## config.mk

```make
export PLATFORM = sky130hd
export DESIGN_NAME = mwr_eeprom
export DESIGN_NICKNAME = d
export VERILOG_FILES = /design/src/rtl/mwr_pkg.sv /design/src/rtl/mwr_edge.sv /design/src/rtl/mwr_rom.sv /design/src/rtl/mwr_fsm.sv /design/src/rtl/mwr_eeprom.sv
export SDC_FILE = /design/constraint.sdc
export NUM_CORES = 1
export LEC_CHECK = 0
export BUFFER_PORTS_ARGS = -buffer_cell sky130_fd_sc_hd__buf_4
export CORE_UTILIZATION = 54
export DETAILED_ROUTE_END_ITERATION = 8
export PLACE_DENSITY = 0.75
export SYNTH_ARGS = -nofsm -noshare
export SYNTH_HDL_FRONTEND = slang
export SYNTH_SLANG_ARGS = --single-unit
```

## constraint.sdc

```tcl
create_clock -name clk -period 2 [get_ports clk]
set_clock_uncertainty 0.1 [all_clocks]
set_input_delay 0 -clock clk [delete_from_list [all_inputs] [get_ports clk]]
set_output_delay 0 -clock clk [all_outputs]
set_load 0.05 [all_outputs]
```

## src/rtl/mwr_pkg.sv

```systemverilog
package mwr_pkg;
    localparam int AW    = 6;
    localparam int DW    = 16;
    localparam int WORDS = 1 << AW;
    localparam int OPW   = 2;
    localparam logic [OPW-1:0] READ_OP = 2'b10;
    localparam logic [DW-1:0]  IMG_XOR = 16'hC3A5;

    typedef logic [WORDS-1:0][DW-1:0] image_t;

    typedef enum logic [1:0] {
        ST_IDLE = 2'd0,
        ST_OP   = 2'd1,
        ST_ADDR = 2'd2,
        ST_DATA = 2'd3
    } mwr_state_t;

    function automatic image_t default_image();
        image_t img;
        for (int i = 0; i < WORDS; i++) begin
            img[i] = DW'(i * 257) ^ IMG_XOR;
        end
        return img;
    endfunction
endpackage

```

## src/rtl/mwr_edge.sv

```systemverilog
module mwr_edge (
    input  logic clk,
    input  logic rst_n,
    input  logic sk,
    output logic sk_rise
);
    logic sk_q;

    always_ff @(posedge clk or negedge rst_n) begin
        if (!rst_n) sk_q <= 1'b0;
        else        sk_q <= sk;
    end

    assign sk_rise = sk & ~sk_q;
endmodule

```

## src/rtl/mwr_rom.sv

```systemverilog
module mwr_rom #(
    parameter mwr_pkg::image_t IMAGE = mwr_pkg::default_image()
) (
    input  logic                   clk,
    input  logic                   rst_n,
    input  logic [mwr_pkg::AW-1:0] addr,
    output logic [mwr_pkg::DW-1:0] rd_word
);
    mwr_pkg::image_t mem;

    // Loaded at reset only; no write path exists.
    always_ff @(posedge clk or negedge rst_n) begin
        if (!rst_n) mem <= IMAGE;
        else        mem <= mem;
    end

    assign rd_word = mem[addr];
endmodule

```

## src/rtl/mwr_fsm.sv

```systemverilog
module mwr_fsm
    import mwr_pkg::*;
#(
    parameter int CW = $clog2(DW + 1),
    parameter int IW = $clog2(DW)
) (
    input  logic          clk,
    input  logic          rst_n,
    input  logic          cs,
    input  logic          sk_rise,
    input  logic          di,
    input  logic [DW-1:0] rd_word,
    output mwr_state_t    state,
    output logic [CW-1:0] bit_cnt,
    output logic [AW-1:0] word_addr,
    output logic          dout
);
    mwr_state_t     state_n;
    logic [CW-1:0]  cnt_n;
    logic [AW-1:0]  addr_n;
    logic [OPW-1:0] op_q, op_n;
    logic [IW-1:0]  bit_idx;

    assign bit_idx = IW'(bit_cnt - 1'b1);

    always_comb begin
        state_n = state;
        cnt_n   = bit_cnt;
        addr_n  = word_addr;
        op_n    = op_q;
        if (!cs) begin
            state_n = ST_IDLE;
            cnt_n   = '0;
            addr_n  = '0;
            op_n    = '0;
        end else if (sk_rise) begin
            unique case (state)
                ST_IDLE: begin
                    if (di) begin
                        state_n = ST_OP;
                        cnt_n   = '0;
                    end
                end
                ST_OP: begin
                    op_n  = {op_q[OPW-2:0], di};
                    cnt_n = bit_cnt + 1'b1;
                    if (bit_cnt == CW'(OPW - 1)) begin
                        cnt_n = '0;
                        if ({op_q[OPW-2:0], di} == READ_OP) begin
                            state_n = ST_ADDR;
                        end else begin
                            state_n = ST_IDLE;
                            op_n    = '0;
                        end
                    end
                end
                ST_ADDR: begin
                    addr_n = {word_addr[AW-2:0], di};
                    cnt_n  = bit_cnt + 1'b1;
                    if (bit_cnt == CW'(AW - 1)) begin
                        state_n = ST_DATA;
                        cnt_n   = CW'(DW);
                    end
                end
                ST_DATA: begin
                    cnt_n = bit_cnt - 1'b1;
                    if (bit_cnt == CW'(1)) begin
                        cnt_n  = CW'(DW);
                        addr_n = word_addr + 1'b1;
                    end
                end
                default: state_n = ST_IDLE;
            endcase
        end
    end

    always_ff @(posedge clk or negedge rst_n) begin
        if (!rst_n) begin
            state     <= ST_IDLE;
            bit_cnt   <= '0;
            word_addr <= '0;
            op_q      <= '0;
        end else begin
            state     <= state_n;
            bit_cnt   <= cnt_n;
            word_addr <= addr_n;
            op_q      <= op_n;
        end
    end

    always_ff @(posedge clk or negedge rst_n) begin
        if (!rst_n)       dout <= 1'b0;
        else if (!cs)     dout <= 1'b0;
        else if (sk_rise) dout <= (state == ST_DATA) ? rd_word[bit_idx] : 1'b0;
    end
endmodule

```

## src/rtl/mwr_eeprom.sv

```systemverilog
module mwr_eeprom #(
    parameter mwr_pkg::image_t IMAGE = mwr_pkg::default_image()
) (
    input  logic clk,
    input  logic rst_n,
    input  logic cs,
    input  logic sk,
    input  logic di,
    output logic dout
);
    localparam int CW = $clog2(mwr_pkg::DW + 1);

    logic                   sk_rise;
    mwr_pkg::mwr_state_t    state;
    logic [CW-1:0]          bit_cnt;
    logic [mwr_pkg::AW-1:0] word_addr;
    logic [mwr_pkg::DW-1:0] rd_word;

    mwr_edge u_edge (
        .clk     (clk),
        .rst_n   (rst_n),
        .sk      (sk),
        .sk_rise (sk_rise)
    );

    mwr_rom #(.IMAGE(IMAGE)) u_rom (
        .clk     (clk),
        .rst_n   (rst_n),
        .addr    (word_addr),
        .rd_word (rd_word)
    );

    mwr_fsm #(.CW(CW)) u_fsm (
        .clk       (clk),
        .rst_n     (rst_n),
        .cs        (cs),
        .sk_rise   (sk_rise),
        .di        (di),
        .rd_word   (rd_word),
        .state     (state),
        .bit_cnt   (bit_cnt),
        .word_addr (word_addr),
        .dout      (dout)
    );
endmodule

```

Word level (Yosys, flattened, before mapping) --
Memory sizes are Yosys's and may differ from the RTL's. Cells that the tools add are included.
Operators by class: bitwise logic cells 2, add/subtract/negate cells 3, mux-type cells 29, reduce and logical (&&, ||, !) cells 5, eq/ne operators 14, $lt $le $gt $ge 2
Operators with widths (number):
- $mux 5 | 6
- $pmux 5 s4 | 1
- $mux 6 | 3
- $mux 16 | 1
- $mux 2 | 6
- $pmux 6 s2 | 1
- $mux 1 | 9
- $ne 3x2->1 const B | 3
- $lt 6x7->1 const B | 1
- $add 6x1->6 const B | 1
- $eq 2x2->1 const B | 3
- $pmux 2 s3 | 1
- $add 5x1->5 const B | 1
- $eq 5x1->1 const B | 1
- $eq 5x3->1 const B | 1
- $lt 4x5->1 const B | 1
- $reduce_and 5->1 | 1
- $sub 5x1->5 const B | 1
- $bmux 1 s4 | 1
- $ne 2x1->1 const B | 2
- $ne 4x1->1 const B | 1
- $reduce_and 2->1 | 2
- $ne 3x1->1 const B | 1
- $ne 3x3->1 const B | 1
- other kinds (5) | 5
Storage, ports and cells: input port bits 5, output and inout port bits 1, ROM bits 1024, logic and storage cells 62, memories 1, register bits after elaboration 16
Memories:
- (name not given) | words 64, width 16, rd ports 1, clocked after Yosys merged registers in 0, write ports 0, RTL line mwr_rom.sv:17 | assign rd_word = mem[addr];

Logic depth before layout (Yosys ltp) --
word-level depth 7, mapped depth 9, gate-level depth less buffers 7

Modules after synthesis --
Synthesis repeated with hierarchy kept, for this count alone.
Unflattened totals: cells, all modules 165, area total of the unflattened synthesis 1417.6 sq um
Modules (own cells, without submodules):
- mwr_fsm | seq. area each 375.4 sq um, times used 1, area an instance 1266.2 sq um, cells an instance 145
- mwr_rom | seq. area each 0.0 sq um, times used 1, area an instance 112.6 sq um, cells an instance 18
- mwr_edge | seq. area each 25.0 sq um, times used 1, area an instance 38.8 sq um, cells an instance 2

Worst setup path before layout --
OpenSTA, ideal clock, no wires.
path type register to register, start register u_fsm.bit_cnt[0], end register u_fsm.dout, arrival time 1.848 ns, path slack -0.075 ns, cell stages (with the launch flop) 10, setup time 0.128 ns, cell sequence dfrtp_1 clkbuf_1 inv_1 ha_1 clkbuf_1 nand2_1 o211ai_1 o211ai_1 a32oi_1 o21ai_0
Between the ends: word-level cells in the longest chain between the ends 6
Ends and longest elaborated chain:
- start, declared | RTL line mwr_fsm.sv:14 | output logic [CW-1:0] bit_cnt,
- start signal, assigned | RTL line mwr_fsm.sv:85 | bit_cnt <= cnt_n;
- $sub 5x1->5
- $bmux 1 s4 | RTL line mwr_fsm.sv:94 | else if (sk_rise) dout <= (state == ST_DATA) ? rd_word[bit_idx] : 1'b0;
- $mux 1 (not written as such) | RTL line mwr_fsm.sv:94
- $mux 1 (2 in a row) | RTL line mwr_fsm.sv:94
- $mux 1 | RTL line mwr_fsm.sv:93 | else if (!cs) dout <= 1'b0;
- end signal, assigned | RTL line mwr_fsm.sv:94
- end, declared | RTL line mwr_fsm.sv:16 | output logic dout
Every way passes these cells. The select of a mux whose other input is x is not followed. A chain may end at the register's enable or synchronous reset.

Worst setup path in the final report --
start register u_fsm.bit_cnt[1], end register u_fsm.word_addr[2]
Between the ends: word-level cells in the longest chain between the ends 3
Ends and longest elaborated chain:
- $eq 5x1->1 | RTL line mwr_fsm.sv:67 | if (bit_cnt == CW'(1)) begin
- $ne 3x2->1 (no line)
- $reduce_and 3->1 (no line)
- end signal, assigned | RTL line mwr_fsm.sv:86 | word_addr <= addr_n;
- end, declared | RTL line mwr_fsm.sv:15 | output logic [AW-1:0] word_addr,
Every way passes these cells.

==> impl_results.md <==
- CTS sink count: 16
- Core area: 2060 µm²
- Slew HR: 74.3%
- Global-route wire length before repair: 4790 µm
- Setup TNS: 0 ps
- Initial core utilization: 59.8%
- CP Cell Sequence: inv_2 > ha_2 > or4b_4 > o21a_4 > o311ai_2 > o21ai_2
- Final hold slack: -14.5 ps
- DR DRC count: 0
- Startpoint Class: register
- Worst-Skew Late Latency: 300 ps
- Crit Reg-Reg Startpoint: u_fsm.bit_cnt[1]
- Max-Cap Viols: 0
- Final hold violation count: 16
- Worst-path clk slew: 100 ps
- Ant. Diodes: 0
- Design Area, Final: 1480 µm²
- Initial antenna violation count: 0
- Status: finished, violations left
- Ratio of cells with drive above 1 in the final layout: 21.7%
- Average wire per standard cell: 14.7 µm
- CP required: 2080 ps
- Vias per Instance: 6.15
- Row cnt: 16
- Cell area power density: 387 nW/µm²
- Inst Count DP: 185
- Syn Inst Count: 149
- Hold Crit Class: in2async
- Top_reg_cell synth: dfrtp_1
- I/O Buffers: 5
- Largest net degree at the start of global routing: 17
- Synth top area share: 32.5%
- Detail Route Antenna Nets: 0
- Global route overflow: 0
- Netlist cell types: 42
- Largest cells by area after synthesis: dfrtp_1 32%, ha_1 8.1%, nand2_1 4.6%
- DR vias: 1,186
- Mapped Nets: 162
- Failing checks: hold timing
- Slowest-stage cell, CP: or4b_4
- Die W: 49.8 µm
- Bufs on Longest Clock Path: 2
- Total number of H-tree levels: 1
- IO Pins: 6
- # nets final: 181
- EDFF count, synth: 0
- Overall Global Routing Usage: 25.4%
- Power Total: 0.000573 W
- Worst vdd rail ir drop: 0.346 mV
- Final Slew Violations: 0
- WL final: 2830 µm
- DR iter-0 viols: 43
- Seq/Total Area, Yosys: 32.5%
- Crit Path Max Fanout: 4
- Cell taking the most area after synthesis: dfrtp_1
- Hpwl dp: 2010 µm
- Area Overhead vs Synth: 20.0%
- Slew at the pin with the worst max-slew slack: 385 ps
- Largest delay share family, worst path: compound AO/OA/AOI/OAI gates
- Die area: 2480 µm²
- Setup violators final: 0
- DP Area: 1350 µm²
- Yosys warns: 0
- Initial DRT Pass Iterations: 4
- Die H: 49.8 µm
- Leak pwr: 0.574 nW
- Most frequent cell after synthesis: dfrtp_1
- Max Fclk: 509 MHz
- WP data arrival: 2040 ps
- Cell area after synthesis: 1230 µm²
- Fin util: 71.8%
- Top cells by count, synth: 16 x dfrtp_1, 15 x nand2_1, 9 x a21oi_1, 9 x nand3_1, 9 x nor2_1
- TritonCTS Buffers: 3
- Period utilization: 98.2%
- WP buf/inv: 1
- Critical path type: reg2reg
- RSZ-0062 raised after global routing: yes
- CP peak stage delay: 490 ps
- Minimum clock period: 1960 ps
- Non-Filler Instances: 193
- Gpl congestion: 0.918
- CP Launch Point: u_fsm.bit_cnt[1]
- Worst setup EP type: register
- CTS tree: done
- Share of flip-flops with an asynchronous set or reset: 100%
- Post-synthesis register bit count: 16
- Synth Area per Inst: 8.28 µm²
- Vias in the first global route: 1,106
- Clock root buffer: clkbuf_4
-- per-stage QoR --
| stage | hold slack (ps) | setup slack (ps) |
|---|---|---|
| after floorplan | -396 | 32.5 |
| after global placement | -228 | 114 |
| after detailed placement | -226 | 58.3 |
| after CTS | 2.08 | 32.7 |
| after global routing | 16.7 | -51.9 |
| final | -14.5 | 36.8 |
-- cell families (layout without fill, tap and decap cells) --
| group | count (synthesis) | after routing | synth area share (%) |
|---|---|---|---|
| fa+ha+maj | 8 | 8 | 8.11 |
| simple gates | 58 | 58 | 25.2 |
| flops | 16 | 16 | 32.5 |
| mux | 2 | 2 | 1.62 |
| compound gates | 48 | 48 | 25.5 |
| xor+xnor | 2 | 2 | 1.42 |
| buf+inv | 15 | 32 | 5.78 |
-- routing by layer --
layer	up-vias	part of all wire [%]	GRT usage (%)
met4	0	1.1	7.62
met2	34	47	41.9
li1	583	-	-
met1	564	46	34.1
met3	5	5.9	3.70
met5	-	0	0
-- placed cells by master (no fill, tap or decap), types with 3 or more instances in the layout --
master         netlist  final
clkbuf_4             0      3
a21oi_1              9      8
o21ai_0              8      8
o21ai_2              0      3
nor2_1               9      9
o21ai_1              6      3
a32oi_1              3      3
nand3_1              9      9
ha_1                 8      6
nand2b_1             5      5
dfrtp_1             16     16
nor3_1               5      4
nand2_1             15     15
o211ai_1             4      4
dlygate4sd3_1        0      4
inv_1                8      7
buf_4                0     17
-- sequential cells by signal, indices dropped and copies added (netlist names) --
name / flops
u_edge.sk_q: 1
u_fsm.bit_cnt: 5
u_fsm.dout: 1
u_fsm.op_q: 1
u_fsm.state: 2
u_fsm.word_addr: 6
-- cell type report --
cell class                      count  area (µm²)
Timing Repair Buffer               21         168
Tap cell                           27        33.8
Fill cell                         157         582
Sequential cell                    16         400
Multi-Input combinational cell    118         826
Clock buffer                        3        22.5
Inverter                            8        30.0
-- repair_timing --
item,in CTS,in global routing
setup endpoints to repair,0,9
hold buffers,4,0
endpoints found under the hold margin,24,0
setup buffers,0,1
resized for setup,0,13
-- worst register-to-register path, stage by stage, from the launching register on --
cell and delay (ps):
dfrtp_1 410, inv_2 70, ha_2 180, or4b_4 490, o21a_4 240, o311ai_2 290, o21ai_2 90
-- worst paths after layout --
kind,slack [ps],cells past startpoint,end
max,40,6,u_fsm.word_addr[2]
min,-10,2,u_fsm.bit_cnt[2]
max reg2reg,40,6,u_fsm.word_addr[2]
min reg2reg,450,2,u_fsm.dout
max in group asynchronous,1620,2,u_fsm.dout
min in group clk,280,2,u_edge.sk_q
-- where the power goes --
group | internal [W] | total (W) | switching [W]
logic | 0.0000284 | 0.0000647 | 0.0000364
registers | 0.000326 | 0.000328 | 0.00000234
clock network | 0.0000702 | 0.000180 | 0.000110
total | 0.000425 | 0.000573 | 0.000149
Note: power is estimated with default switching activity, not from simulation.
